### config.mk
export PLATFORM = sky130hd
export DESIGN_NAME = pulse_pattern_gen
export DESIGN_NICKNAME = d
export VERILOG_FILES = /design/src/rtl/ppg_pkg.sv /design/src/rtl/ppg_regs.sv /design/src/rtl/ppg_trig_sel.sv /design/src/rtl/ppg_out_reg.sv /design/src/rtl/pulse_pattern_gen.sv
export SDC_FILE = /design/constraint.sdc
export NUM_CORES = 1
export LEC_CHECK = 0
export ABC_CLOCK_PERIOD_IN_PS = 1700
export BUFFER_PORTS_ARGS = -buffer_cell sky130_fd_sc_hd__buf_4
export CAP_MARGIN = 20
export CELL_PAD_IN_SITES_DETAIL_PLACEMENT = 1
export CELL_PAD_IN_SITES_GLOBAL_PLACEMENT = 2
export CORE_UTILIZATION = 28
export CTS_CLUSTER_SIZE = 25
export DETAILED_ROUTE_END_ITERATION = 8
export PLACE_DENSITY = 0.83
export SLEW_MARGIN = 20
export SYNTH_ARGS = -nofsm -noshare
export SYNTH_HDL_FRONTEND = slang
export SYNTH_HIERARCHICAL = 1
export SYNTH_SLANG_ARGS = --single-unit
### constraint.sdc
create_clock -name clk -period 1.7 [get_ports clk]
set_input_delay 0 -clock clk [delete_from_list [all_inputs] [get_ports clk]]
set_output_delay 0 -clock clk [all_outputs]
set_load 0.005 [all_outputs]
### src/rtl/ppg_pkg.sv
package ppg_pkg;
  typedef enum logic [2:0] {
    ADR_NEXT = 3'd0,
    ADR_OUT  = 3'd1,
    ADR_EN   = 3'd2,
    ADR_SEL  = 3'd3,
    ADR_STOP = 3'd4
  } ppg_addr_e;
endpackage

### src/rtl/ppg_regs.sv
module ppg_regs
  import ppg_pkg::*;
#(
  parameter int DATA_W = 16,
  parameter int N_GRP  = 4,
  parameter int SEL_W  = 4
) (
  input  logic                     clk,
  input  logic                     rst_n,
  input  logic                     we,
  input  logic [2:0]               addr,
  input  logic [DATA_W-1:0]        wdata,
  input  logic [DATA_W-1:0]        out_q,
  output logic [DATA_W-1:0]        rdata,
  output logic [DATA_W-1:0]        next_q,
  output logic [DATA_W-1:0]        en_q,
  output logic [N_GRP*SEL_W-1:0]   sel_q,
  output logic                     stop_q,
  output logic                     wr_out
);
  localparam int SELS_W = N_GRP * SEL_W;

  logic live_we;
  assign live_we = we && !stop_q;
  assign wr_out  = live_we && (addr == ADR_OUT);

  always_ff @(posedge clk) begin
    if (!rst_n) begin
      next_q <= '0;
      en_q   <= '0;
      sel_q  <= '0;
      stop_q <= 1'b1;
    end else begin
      if (live_we && addr == ADR_NEXT) next_q <= wdata;
      if (live_we && addr == ADR_EN)   en_q   <= wdata;
      if (live_we && addr == ADR_SEL)  sel_q  <= wdata[SELS_W-1:0];
      if (we && addr == ADR_STOP)      stop_q <= wdata[0];
    end
  end

  logic [DATA_W-1:0] rd_raw;
  always_comb begin
    case (addr)
      ADR_NEXT: rd_raw = next_q;
      ADR_OUT:  rd_raw = out_q;
      ADR_EN:   rd_raw = en_q;
      ADR_SEL:  rd_raw = DATA_W'(sel_q);
      ADR_STOP: rd_raw = DATA_W'(stop_q);
      default:  rd_raw = '0;
    endcase
  end
  assign rdata = (stop_q && addr != ADR_STOP) ? '0 : rd_raw;

  // a stopped block stays stopped unless the stop register is written
  assert_stop_sticky_R2: assert property (@(posedge clk) disable iff (!rst_n)
    (stop_q && !(we && addr == ADR_STOP)) |=> stop_q);

  // reads while stopped return zero
  assert_stopped_read_zero_R2: assert property (@(posedge clk) disable iff (!rst_n)
    (stop_q && addr != ADR_STOP) |-> (rdata == '0));

  // configuration is frozen while stopped
  assert_cfg_frozen_R2: assert property (@(posedge clk) disable iff (!rst_n)
    stop_q |=> ($stable(next_q) && $stable(en_q) && $stable(sel_q)));
endmodule

### src/rtl/ppg_trig_sel.sv
module ppg_trig_sel #(
  parameter int N_CH  = 4,
  parameter int N_GRP = 4,
  parameter int SEL_W = 4
) (
  input  logic                   clk,
  input  logic                   rst_n,
  input  logic [N_CH-1:0]        cmp,
  input  logic [N_CH-1:0]        cap,
  input  logic [N_CH-1:0]        cap_mode,
  input  logic [N_GRP*SEL_W-1:0] sel,
  output logic [N_GRP-1:0]       grp_trig
);
  logic [N_CH-1:0] chan_evt;
  assign chan_evt = (cap_mode & cap) | (~cap_mode & cmp);

  for (genvar g = 0; g < N_GRP; g++) begin : g_grp
    logic [SEL_W-1:0] field;
    logic             hit;
    assign field = sel[g*SEL_W +: SEL_W];
    always_comb begin
      hit = 1'b0;
      for (int c = 0; c < N_CH; c++) begin
        if (field == SEL_W'(c)) hit = hit | chan_evt[c];
      end
    end
    assign grp_trig[g] = hit;

    // an out-of-range select never produces a trigger
    assert_no_trig_out_of_range_R10: assert property (@(posedge clk) disable iff (!rst_n)
      ({{(32-SEL_W){1'b0}}, field} >= N_CH) |-> !grp_trig[g]);
  end

  // with no strobes at all, no group triggers
  assert_quiet_no_trig_R8: assert property (@(posedge clk) disable iff (!rst_n)
    ((cmp == '0) && (cap == '0)) |-> (grp_trig == '0));
endmodule

### src/rtl/ppg_out_reg.sv
module ppg_out_reg #(
  parameter int DATA_W = 16,
  parameter int N_GRP  = 4
) (
  input  logic              clk,
  input  logic              rst_n,
  input  logic              stop,
  input  logic [N_GRP-1:0]  grp_trig,
  input  logic [DATA_W-1:0] next_q,
  input  logic [DATA_W-1:0] en_q,
  input  logic              wr_out,
  input  logic [DATA_W-1:0] wdata,
  output logic [DATA_W-1:0] out_q
);
  localparam int GRP_W = DATA_W / N_GRP;

  logic [DATA_W-1:0] xfer_mask;
  for (genvar i = 0; i < DATA_W; i++) begin : g_bit
    assign xfer_mask[i] = grp_trig[i / GRP_W] & en_q[i];
  end

  logic [DATA_W-1:0] base;
  assign base = wr_out ? wdata : out_q;

  always_ff @(posedge clk) begin
    if (!rst_n) out_q <= '0;
    else if (!stop) out_q <= (base & ~xfer_mask) | (next_q & xfer_mask);
  end

  // pattern frozen while stopped
  assert_stop_hold_R3: assert property (@(posedge clk) disable iff (!rst_n)
    stop |=> $stable(out_q));

  // bits with enable low are not touched by transfers
  assert_disabled_bits_R5: assert property (@(posedge clk) disable iff (!rst_n)
    (!stop && !wr_out) |=> (((out_q ^ $past(out_q)) & ~$past(en_q)) == '0));

  // no strobe and no write leaves the pattern unchanged
  assert_idle_hold_R4: assert property (@(posedge clk) disable iff (!rst_n)
    (grp_trig == '0 && !wr_out) |=> $stable(out_q));
endmodule

### src/rtl/pulse_pattern_gen.sv
module pulse_pattern_gen #(
  parameter int N_CH   = 4,
  parameter int DATA_W = 16,
  parameter int N_GRP  = 4,
  parameter int SEL_W  = 4
) (
  input  logic              clk,
  input  logic              rst_n,
  input  logic              reg_we,
  input  logic [2:0]        reg_addr,
  input  logic [DATA_W-1:0] reg_wdata,
  output logic [DATA_W-1:0] reg_rdata,
  input  logic [N_CH-1:0]   tmr_cmp,
  input  logic [N_CH-1:0]   tmr_cap,
  input  logic [N_CH-1:0]   tmr_cap_mode,
  input  logic [DATA_W-1:0] pin_taken,
  output logic [DATA_W-1:0] pulse_out,
  output logic [DATA_W-1:0] pulse_oe
);
  localparam int SELS_W = N_GRP * SEL_W;

  logic [DATA_W-1:0] next_q, en_q, out_q;
  logic [SELS_W-1:0] sel_q;
  logic              stop_q, wr_out;
  logic [N_GRP-1:0]  grp_trig;

  ppg_regs #(.DATA_W(DATA_W), .N_GRP(N_GRP), .SEL_W(SEL_W)) u_regs (
    .clk(clk), .rst_n(rst_n), .we(reg_we), .addr(reg_addr), .wdata(reg_wdata),
    .out_q(out_q), .rdata(reg_rdata), .next_q(next_q), .en_q(en_q),
    .sel_q(sel_q), .stop_q(stop_q), .wr_out(wr_out)
  );

  ppg_trig_sel #(.N_CH(N_CH), .N_GRP(N_GRP), .SEL_W(SEL_W)) u_trig (
    .clk(clk), .rst_n(rst_n), .cmp(tmr_cmp), .cap(tmr_cap),
    .cap_mode(tmr_cap_mode), .sel(sel_q), .grp_trig(grp_trig)
  );

  ppg_out_reg #(.DATA_W(DATA_W), .N_GRP(N_GRP)) u_out (
    .clk(clk), .rst_n(rst_n), .stop(stop_q), .grp_trig(grp_trig),
    .next_q(next_q), .en_q(en_q), .wr_out(wr_out), .wdata(reg_wdata),
    .out_q(out_q)
  );

  assign pulse_out = out_q;
  assign pulse_oe  = ~pin_taken & {DATA_W{~stop_q}};

  // a line owned elsewhere is never driven, whatever the pattern
  assert_owned_not_driven_R7: assert property (@(posedge clk) disable iff (!rst_n)
    ((pulse_oe & pin_taken) == '0));
endmodule

# == Word level (Yosys, flattened, before mapping) ==
# Cells that the tools add are included.
# totals
register_bits,65
latch_bits,0
mem_bits_rw,0
mem_bits_ro,0
input_bits,50
out_inout_bits,48
wordCells,93
n_memories,0
# op_classes
n_addsub,0
mul,0
div_mod_pow,0
order_cmp,0
n_eq_ne,17
n_shift,0
mux,19
bitwise,39
n_reduce_logical,13
# ops
operator,count
16-bit one-hot mux with 5 select lines,1
16-bit AND,3
4-bit by 2-bit == test with 1-bit output (second input constant),8
16-bit 2-to-1 mux,2
16-bit inverter,2
1-bit AND,16
4-bit by 1-bit == test with 1-bit output (second input constant),4
4-bit logical NOT,4
1-bit 2-to-1 mux,16
16-bit OR,1
1-bit OR,12
4-bit AND,2
1-bit logical AND,7
3-bit by 2-bit == test with 1-bit output (second input constant),2
4-bit inverter,1
4-bit OR,1
3-bit by 1-bit == test with 1-bit output (second input constant),1
3-bit == test (second input constant),1
3-bit logical NOT,1
3-bit inequality test (second input constant),1
1-bit logical NOT,1
1-bit inverter,1

# == Depth between registers and ports, before layout ==
# Gate-level depths: netlist of run 1.
# depth
word_depth,14
depth_mapped,8

# == Hierarchy ==
# Netlist of run 1, hierarchy kept.
# modules_own_cells
mod,instances,cells_per_inst,area_each_um2,seq_area_each_um2
ppg_regs,1,252,2426.1,980.9
ppg_out_reg,1,121,955.9,320.3
ppg_trig_sel,1,32,229.0,0.0
pulse_pattern_gen,1,18,93.8,0.0

# == Worst setup path after synthesis of run 1 ==
# No wires, ideal clock.
# synth_timing
path_type,input port to flip-flop
start,in reg_addr[1]
end,reg (tool-made name)
setup_ns,0.126
arrival_ns,1.721
required_time_ns,1.574
setup_slack_ns,-0.148
cell_stages,8
n_path_buf,4
cell_sequence,clkbuf_1 buf_2 buf_2 nor4b_1 buf_6 or3b_1 o21ai_1 a21oi_1
# synth_lines
item,line,source
from (decl),pulse_pattern_gen.sv:10,"input logic [2:0] reg_addr,"

==> parameters.txt, run 1 <==
Parameter                              Value

Layout
  Final layout net count    roughly 580
  Layout cells sized above 1    0.281
  Leading cell type in the layout, fill and taps excluded    sky130_fd_sc_hd__buf_4
  Post-layout utilization of the core    0.402
  Final std cell area, no fill    5140 um^2
  Commonest cells after routing, fill and taps aside    sky130_fd_sc_hd__buf_4 (114), sky130_fd_sc_hd__nand2_1 (80), sky130_fd_sc_hd__mux2i_1 (75)
  Number of diodes    0
  Filler Cell Count    1486
  Layout-stage area growth over the synthesis result    38.7%

CTS
  TritonCTS Buffers    9
  Maximum buffer depth of the clock tree    2
  Clock transition at the registers of the reported paths    about 50 ps
  TritonCTS clock tree    built
  Clock tree root driver cell    sky130_fd_sc_hd__clkbuf_16
  Num Clock Sinks    65
  Later-pin clock latency in the skew report    340 ps
  Clock H-tree levels    3

Synthesis
  Predominant post-synthesis flop cell    sky130_fd_sc_hd__dfxtp_1
  Cell type with the largest total area after synthesis    sky130_fd_sc_hd__dfxtp_1
  Synthesized area divided by synthesized cell count    8.76 um^2
  Largest cells by area after synthesis    sky130_fd_sc_hd__dfxtp_1 (35%), sky130_fd_sc_hd__mux2i_1 (20%), sky130_fd_sc_hd__nand2_1 (8.1%)
  Area of the mapped netlist    3700 um^2
  Nets in the synthesized netlist    473
  Number of distinct library cell variants in the gate-level netlist after synthesis    34
  Sequential cell area fraction in the yosys report    0.351
  Count of flip-flops with a built-in enable after synthesis    0
  Flop and latch count out of synthesis    65
  Asr flop ratio synth    0
  Number of standard cells after synthesis    423
  Yosys synthesis warning count    6
  Top cell type's share of synthesized area    0.351

Timing
  Pins over their slew limit    0
  Normalized max-slew margin    0.651
  Achievable frequency    606 MHz
  Ratio of final minimum period to clock period    0.971
  Measured slew at the worst slew-check pin    509 ps
  Unrepaired setup endpoints after global routing    no
  Final setup viols    0
  Setup total negative slack    0 ps
  Clock tree skew after final layout    4.27 ps
  Final worst path period need    1650 ps
  Hold Vio Cnt, Final    0

Critical path
  Arrival time of the worst setup path    1850 ps
  Critical R2R Launch    u_regs/sel_q[10]$_SDFFE_PN0P_
  Element type at the critical path start    flip-flop
  Worst reg2reg setup slack    50 ps
  Endpoint type of the worst setup path    flip-flop
  Depth of the most critical reg-to-reg path    6
  Category of the critical setup timing path    reg2reg
  CP required    1900 ps
  Highest fanout seen on the critical path    4

Route
  Mean number of vias per cell    5.12
  Iteration count of the initial detailed-routing pass    4
  Drt total wl    12500 um
  Detailed-route wire length per cell    17.8 um
  Overall via count from detail_route    3611
  Violation count after the first detailed-routing iteration    91
  Antenna Violating Nets Remaining    0
  Remaining design rule violation count    0

Floorplan
  X dimension of the die    117 um
  Placeable core region    12800 um^2
  Die area    ~14000 um^2
  Initial core utilization    0.290
  IO Count    98
  Placement row count    41
  Vertical extent of the die    117 um

Global routing
  Maximum number of pins on one net before global-route repair    43
  Via count of the first global-routing pass    3663
  Total grt overflow    0
  Total routing resource utilization after global routing    0.188
  Number of antenna violations at the first check in global routing    0
  Wire length of the first global-routing pass    19300 um

Run
  Max-cap viol count    0

Place
  Weighted congestion reported at the end of routability-driven placement    0.763
  HPWL Detailed    8300 um
  Placed Instance Area    4640 um^2
  Input/output buffers    97

Hold path
  Hold Crit Class    in2reg
  Min-Delay Endpoint    u_regs/stop_q$_SDFFE_PN1P_
  Min-delay src    reg_we
  Depth of the worst hold-timing path    3

Outcome
  Run status    completed

Power
  Power per unit of standard cell area    744 nW/um^2
  Worst IR Drop VDD    0.299 mV
  Overall power after layout    between 3 and 4 mW
  LEAKAGE    2.11 nW
## layer usage
| metal | global-route usage | up-vias | routed length, um |
|---|---|---|---|
| li1 | - | 1714 | - |
| met2 | 0.311 | 127 | 5760 |
| met4 | 0.0726 | 0 | 192 |
| met3 | 0.0299 | 18 | 799 |
| met1 | 0.247 | 1752 | 5770 |
| met5 | 0 | - | 0 |
## worst max path at each step
stage	from	end	slack, ps
detailed placement	tmr_cap_mode[3]	flip-flop	-50
finish	u_regs/sel_q[10]$_SDFFE_PN0P_	flip-flop	50
global placement	tmr_cap_mode[3]	flip-flop	50
global route	u_regs/sel_q[12]$_SDFFE_PN0P_	flip-flop	0.04
CTS	u_regs/stop_q$_SDFFE_PN1P_	reg_rdata[15]	40
floorplan	reg_addr[1]	flip-flop	30
## metrics by stage
step,setup slack [ps],instances,hold slack [ps]
3_3_place_gp,46.3,678,221
5_1_grt,0.0442,705,15.7
2_1_floorplan,28.6,423,18.4
3_5_place_dp,-49.2,678,223
4_1_cts,35.2,705,1.41
6_report,50.1,705,8.91
## power breakdown
group / leakage [nW] / total, mW / internal [mW] / switching (mW)
Sequential: 0.523 / 1.53 / 1.53 / 0.00324
Combinational: 1.43 / 0.357 / 0.171 / 0.186
Clock: 0.153 / 1.94 / 1.25 / 0.685
Total: 2.11 / 3.83 / 2.95 / 0.875
## cells by family after synthesis
| logic type | count (synthesis) | synth area share |
|---|---|---|
| AO/OA/AOI/OAI | 72 | 0.138 |
| buffers and inverters | 35 | 0.0591 |
| flip-flops | 65 | 0.351 |
| multiplexers | 81 | 0.233 |
| AND/OR/NAND/NOR | 170 | 0.218 |
## Yosys cell counts, types with 2 or more instances
cell,count
sky130_fd_sc_hd__o21ai_0,10
sky130_fd_sc_hd__clkbuf_1,13
sky130_fd_sc_hd__mux2_2,3
sky130_fd_sc_hd__buf_4,5
sky130_fd_sc_hd__o22a_1,13
sky130_fd_sc_hd__o22ai_1,4
sky130_fd_sc_hd__nand2_1,80
sky130_fd_sc_hd__nor3_1,8
sky130_fd_sc_hd__buf_2,9
sky130_fd_sc_hd__o311ai_1,10
sky130_fd_sc_hd__nor2_2,5
sky130_fd_sc_hd__and2_1,2
sky130_fd_sc_hd__or3b_1,4
sky130_fd_sc_hd__a21oi_1,5
sky130_fd_sc_hd__o311ai_0,6
sky130_fd_sc_hd__nor2_1,28
sky130_fd_sc_hd__mux2i_1,75
sky130_fd_sc_hd__a311o_1,4
sky130_fd_sc_hd__mux4_1,3
sky130_fd_sc_hd__buf_6,4
sky130_fd_sc_hd__buf_1,2
sky130_fd_sc_hd__nand2b_1,37
sky130_fd_sc_hd__o21ai_1,7
sky130_fd_sc_hd__dfxtp_1,65
sky130_fd_sc_hd__a31oi_1,12
## area by class of cell
cell class                      instances  area, um^2  area share
Timing Repair Buffer                  129        1080       0.211
Multi-Input combinational cell        323        2230       0.434
Clock buffer                           14         274      0.0533
Clock inverter                          2        35.0     0.00682
Sequential cell                        65        1300       0.254
Tap cell                              172         215      0.0419
## repair_timing
action,in CTS,in global routing
hold buffers,9,0
endpoints found under the setup margin,14,9
pin swaps,0,0
resized for setup,3,8
setup buffers,0,0
hold endpoints to repair,19,0
cloned,2,0
## critical path: stages (launching register included)
cell	delay, ps
sky130_fd_sc_hd__dfxtp_1	330
sky130_fd_sc_hd__a311o_1	320
sky130_fd_sc_hd__nor3_1	200
sky130_fd_sc_hd__buf_4	160
sky130_fd_sc_hd__nand2_1	70
sky130_fd_sc_hd__o311ai_0	360
sky130_fd_sc_hd__a31oi_1	90
(Power assumes the default switching activity.)
==> inputs of run 2 (changes only) <==
--- a/config.mk
+++ b/config.mk
@@ -6,7 +6,7 @@
 export NUM_CORES = 1
 export LEC_CHECK = 0
 export ABC_CLOCK_PERIOD_IN_PS = 1700
-export BUFFER_PORTS_ARGS = -buffer_cell sky130_fd_sc_hd__buf_4
+export BUFFER_PORTS_ARGS = -buffer_cell sky130_fd_sc_hd__buf_2
 export CAP_MARGIN = 20
 export CELL_PAD_IN_SITES_DETAIL_PLACEMENT = 1
 export CELL_PAD_IN_SITES_GLOBAL_PLACEMENT = 2
==> run 2 against run 1 <==
Combinational power down 13%. First-iteration DRC count increased by 86%. Setup slack improved by 55 ps. Largest cell class unchanged. Clock power fell by 12%. Core utilization is 2.8 points lower. Fmax up 3.4%.
==> parameters.txt, run 2 (synthesis gave the netlist of run 1 again) <==
Parameter                              Value

CTS
  TritonCTS Buffers    9 (unchanged)
  Later-pin clock latency in the skew report    330 ps (was 340 ps)
  Maximum buffer depth of the clock tree    2 (unchanged)
  TritonCTS clock tree    built (unchanged)
  Clock tree root driver cell    sky130_fd_sc_hd__clkbuf_16 (unchanged)
  Clock H-tree levels    3 (unchanged)
  Setup repair bufs after CTS    0 (unchanged)
  Clock transition at the registers of the reported paths    60 ps (was 50 ps)
  Num Clock Sinks    65 (unchanged)

Layout
  Layout-stage area growth over the synthesis result    29.1% (was 38.7%)
  Final layout net count    578 (unchanged)
  Number of diodes    0 (unchanged)
  Commonest cells after routing, fill and taps aside    sky130_fd_sc_hd__buf_2 (97), sky130_fd_sc_hd__nand2_1 (80), sky130_fd_sc_hd__mux2i_1 (75) (was sky130_fd_sc_hd__buf_4 (114), sky130_fd_sc_hd__nand2_1 (80), sky130_fd_sc_hd__mux2i_1 (75))
  Leading cell type in the layout, fill and taps excluded    sky130_fd_sc_hd__buf_2 (was sky130_fd_sc_hd__buf_4)
  Filler Cell Count    1538 (was 1486)
  Layout cells sized above 1    0.295 (was 0.281)

Critical path
  Endpoint type of the worst setup path    primary output (was flip-flop)
  Delay contributed by the slowest stage of the critical path    400 ps (was 360 ps)
  Arrival time of the worst setup path    1600 ps (was 1850 ps)
  Category of the critical setup timing path    reg2out (was reg2reg)
  Cell breakdown of the critical path    buf_8 > nor2_4 > nor2_2 > buf_6 > nor2_1 > buf_2 (was a311o_1 > nor3_1 > buf_4 > nand2_1 > o311ai_0 > a31oi_1)
  CP required    1700 ps (was 1900 ps)
  Highest fanout seen on the critical path    27 (was 4)
  Cell with the largest stage delay on the worst path    sky130_fd_sc_hd__dfxtp_2 (was sky130_fd_sc_hd__o311ai_0)
  Element type at the critical path start    flip-flop (unchanged)

Power
  Worst IR Drop VDD    0.366 mV (was 0.299 mV)
  Overall power after layout    3.54 mW (was 3.83 mW)
  Switching power summed over all nets    0.867 mW (was 0.875 mW)
  Power per unit of standard cell area    741 nW/um^2 (was 744 nW/um^2)
  Sequential share of power    0.432 (was 0.400)
  Sw Share    0.245 (was 0.229)
  Share of total power in the clock network    0.481 (was 0.507)
  Internal Dissipation    2.68 mW (was 2.95 mW)
  Proportion of power drawn by combinational gates    0.087 (was 0.093)
  LEAKAGE    2.02 nW (was 2.11 nW)

Route
  Antenna Violating Nets Remaining    0 (unchanged)
  Overall via count from detail_route    3594 (was 3611)
  Remaining design rule violation count    0 (unchanged)
  Mean number of vias per cell    5.10 (was 5.12)
  Drt total wl    12000 um (was 12500 um)
  Detailed-route wire length per cell    17.1 um (was 17.8 um)
  Violation count after the first detailed-routing iteration    169 (was 91)
  Iteration count of the initial detailed-routing pass    4 (unchanged)

Outcome
  Run status    completed (unchanged)

Timing
  Clock tree skew after final layout    8.42 ps (was 4.27 ps)
  Hold Vio Cnt, Final    0 (unchanged)
  Pins over their slew limit    0 (unchanged)
  Setup total negative slack    0 ps (unchanged)
  Worst setup slack after layout    105 ps (was 50.1 ps)
  Hold Slack    14.3 ps (was 8.91 ps)
  Unrepaired setup endpoints after global routing    no (unchanged)
  Final worst path period need    1600 ps (was 1650 ps)
  Measured slew at the worst slew-check pin    562 ps (was 509 ps)
  Final setup viols    0 (unchanged)
  Achievable frequency    627 MHz (was 606 MHz)
  Normalized max-slew margin    0.615 (was 0.651)
  Ratio of final minimum period to clock period    0.938 (was 0.971)

Global routing
  Via count of the first global-routing pass    3718 (was 3663)
  GR met1 Demand/Resource    0.251 (was 0.247)
  Number of antenna violations at the first check in global routing    0 (unchanged)
  Total routing resource utilization after global routing    0.185 (was 0.188)
  Maximum number of pins on one net before global-route repair    82 (was 43)
  Grt peak-use layer    met2 (unchanged)
  Wire length of the first global-routing pass    19200 um (was 19300 um)
  Met3 capacity usage during global routing    0.0324 (was 0.0299)
  Met2 Track Usage GR    0.310 (was 0.311)
  Total grt overflow    0 (unchanged)

Floorplan
  X dimension of the die    117 um (unchanged)
  Placeable core region    12800 um^2 (unchanged)
  Vertical extent of the die    117 um (unchanged)
  Die area    13700 um^2 (unchanged)
  IO Count    98 (unchanged)
  Initial core utilization    0.290 (unchanged)
  Placement row count    41 (unchanged)

Hold path
  Hold Crit Class    in2reg (unchanged)

Place
  Worst slack at placement    -61.3 ps (was -49.2 ps)
  Input/output buffers    97 (unchanged)
  HPWL Detailed    8460 um (was 8300 um)
  Weighted congestion reported at the end of routability-driven placement    0.762 (was 0.763)

Run
  Max-cap viol count    0 (unchanged)
-- run 2: cell types whose count changed in the layout (fill, tap and decap cells not counted), moves of 3 or more --
cell and change:
sky130_fd_sc_hd__buf_4 -90, sky130_fd_sc_hd__buf_2 +97, sky130_fd_sc_hd__dlygate4sd3_1 -4, sky130_fd_sc_hd__o311ai_1 +3
-- run 2: repair_timing --
action	in CTS	in global routing
hold buffers	4	1
gates cloned	0	0
setup endpoints to repair	11	21
resized for setup	4	12
endpoints found under the hold margin	6	1
-- run 2: power groups by stage --
stage	clock network, mW	registers [mW]	logic (mW)
finish	1.71	1.53	0.309
global placement	0	1.56	0.289
detailed placement	0	1.56	0.295
global route	1.83	1.53	0.339
floorplan	0	1.56	0.155
CTS	1.75	1.53	0.306
-- run 2: critical path, delay by kind of cell, from the launching register on --
family	cells	cell delay, ps
buffers and inverters	3	560
DFF	1	400
and+or+nand+nor	3	310
-- run 2: worst paths after layout --
check,startpoint,end,slack (ps),cells past startpoint
worst min-delay path,reg_wdata[1],flip-flop,10,3
worst min register to register,u_regs/en_q[13]$_SDFFE_PN0P_,u_regs/en_q[13]$_SDFFE_PN0P_,470,2
worst max register to register,u_regs/sel_q[9]$_SDFFE_PN0P_,flip-flop,120,6
worst max-delay path,u_regs/stop_q$_SDFFE_PN1P_,reg_rdata[15],100,6
-- run 2: metal layers --
metal,vias up,wire (um)
met4,0,78
met3,5,705
met5,-,0
li1,1718,-
met1,1752,5600
met2,119,5660
-- run 2: stage by stage --
stage / utilization / area, um^2 / cells
2_1_floorplan: - / 3710 / 423
3_3_place_gp: 0.346 / 4420 / 684
3_5_place_dp: 0.346 / 4420 / 684
4_1_cts: 0.372 / 4750 / 704
5_1_grt: 0.374 / 4780 / 705
6_report: 0.374 / 4780 / 705
-- run 2: final cells by class --
type / count / area [um^2] / area share
clock buffers: 11 / 243 / 0.0507
clock inverters: 5 / 31.3 / 0.00654
multi-input cells: 323 / 2230 / 0.466
flip-flops and latches: 65 / 1310 / 0.273
well taps: 172 / 215 / 0.0450
repair buffers: 129 / 762 / 0.159
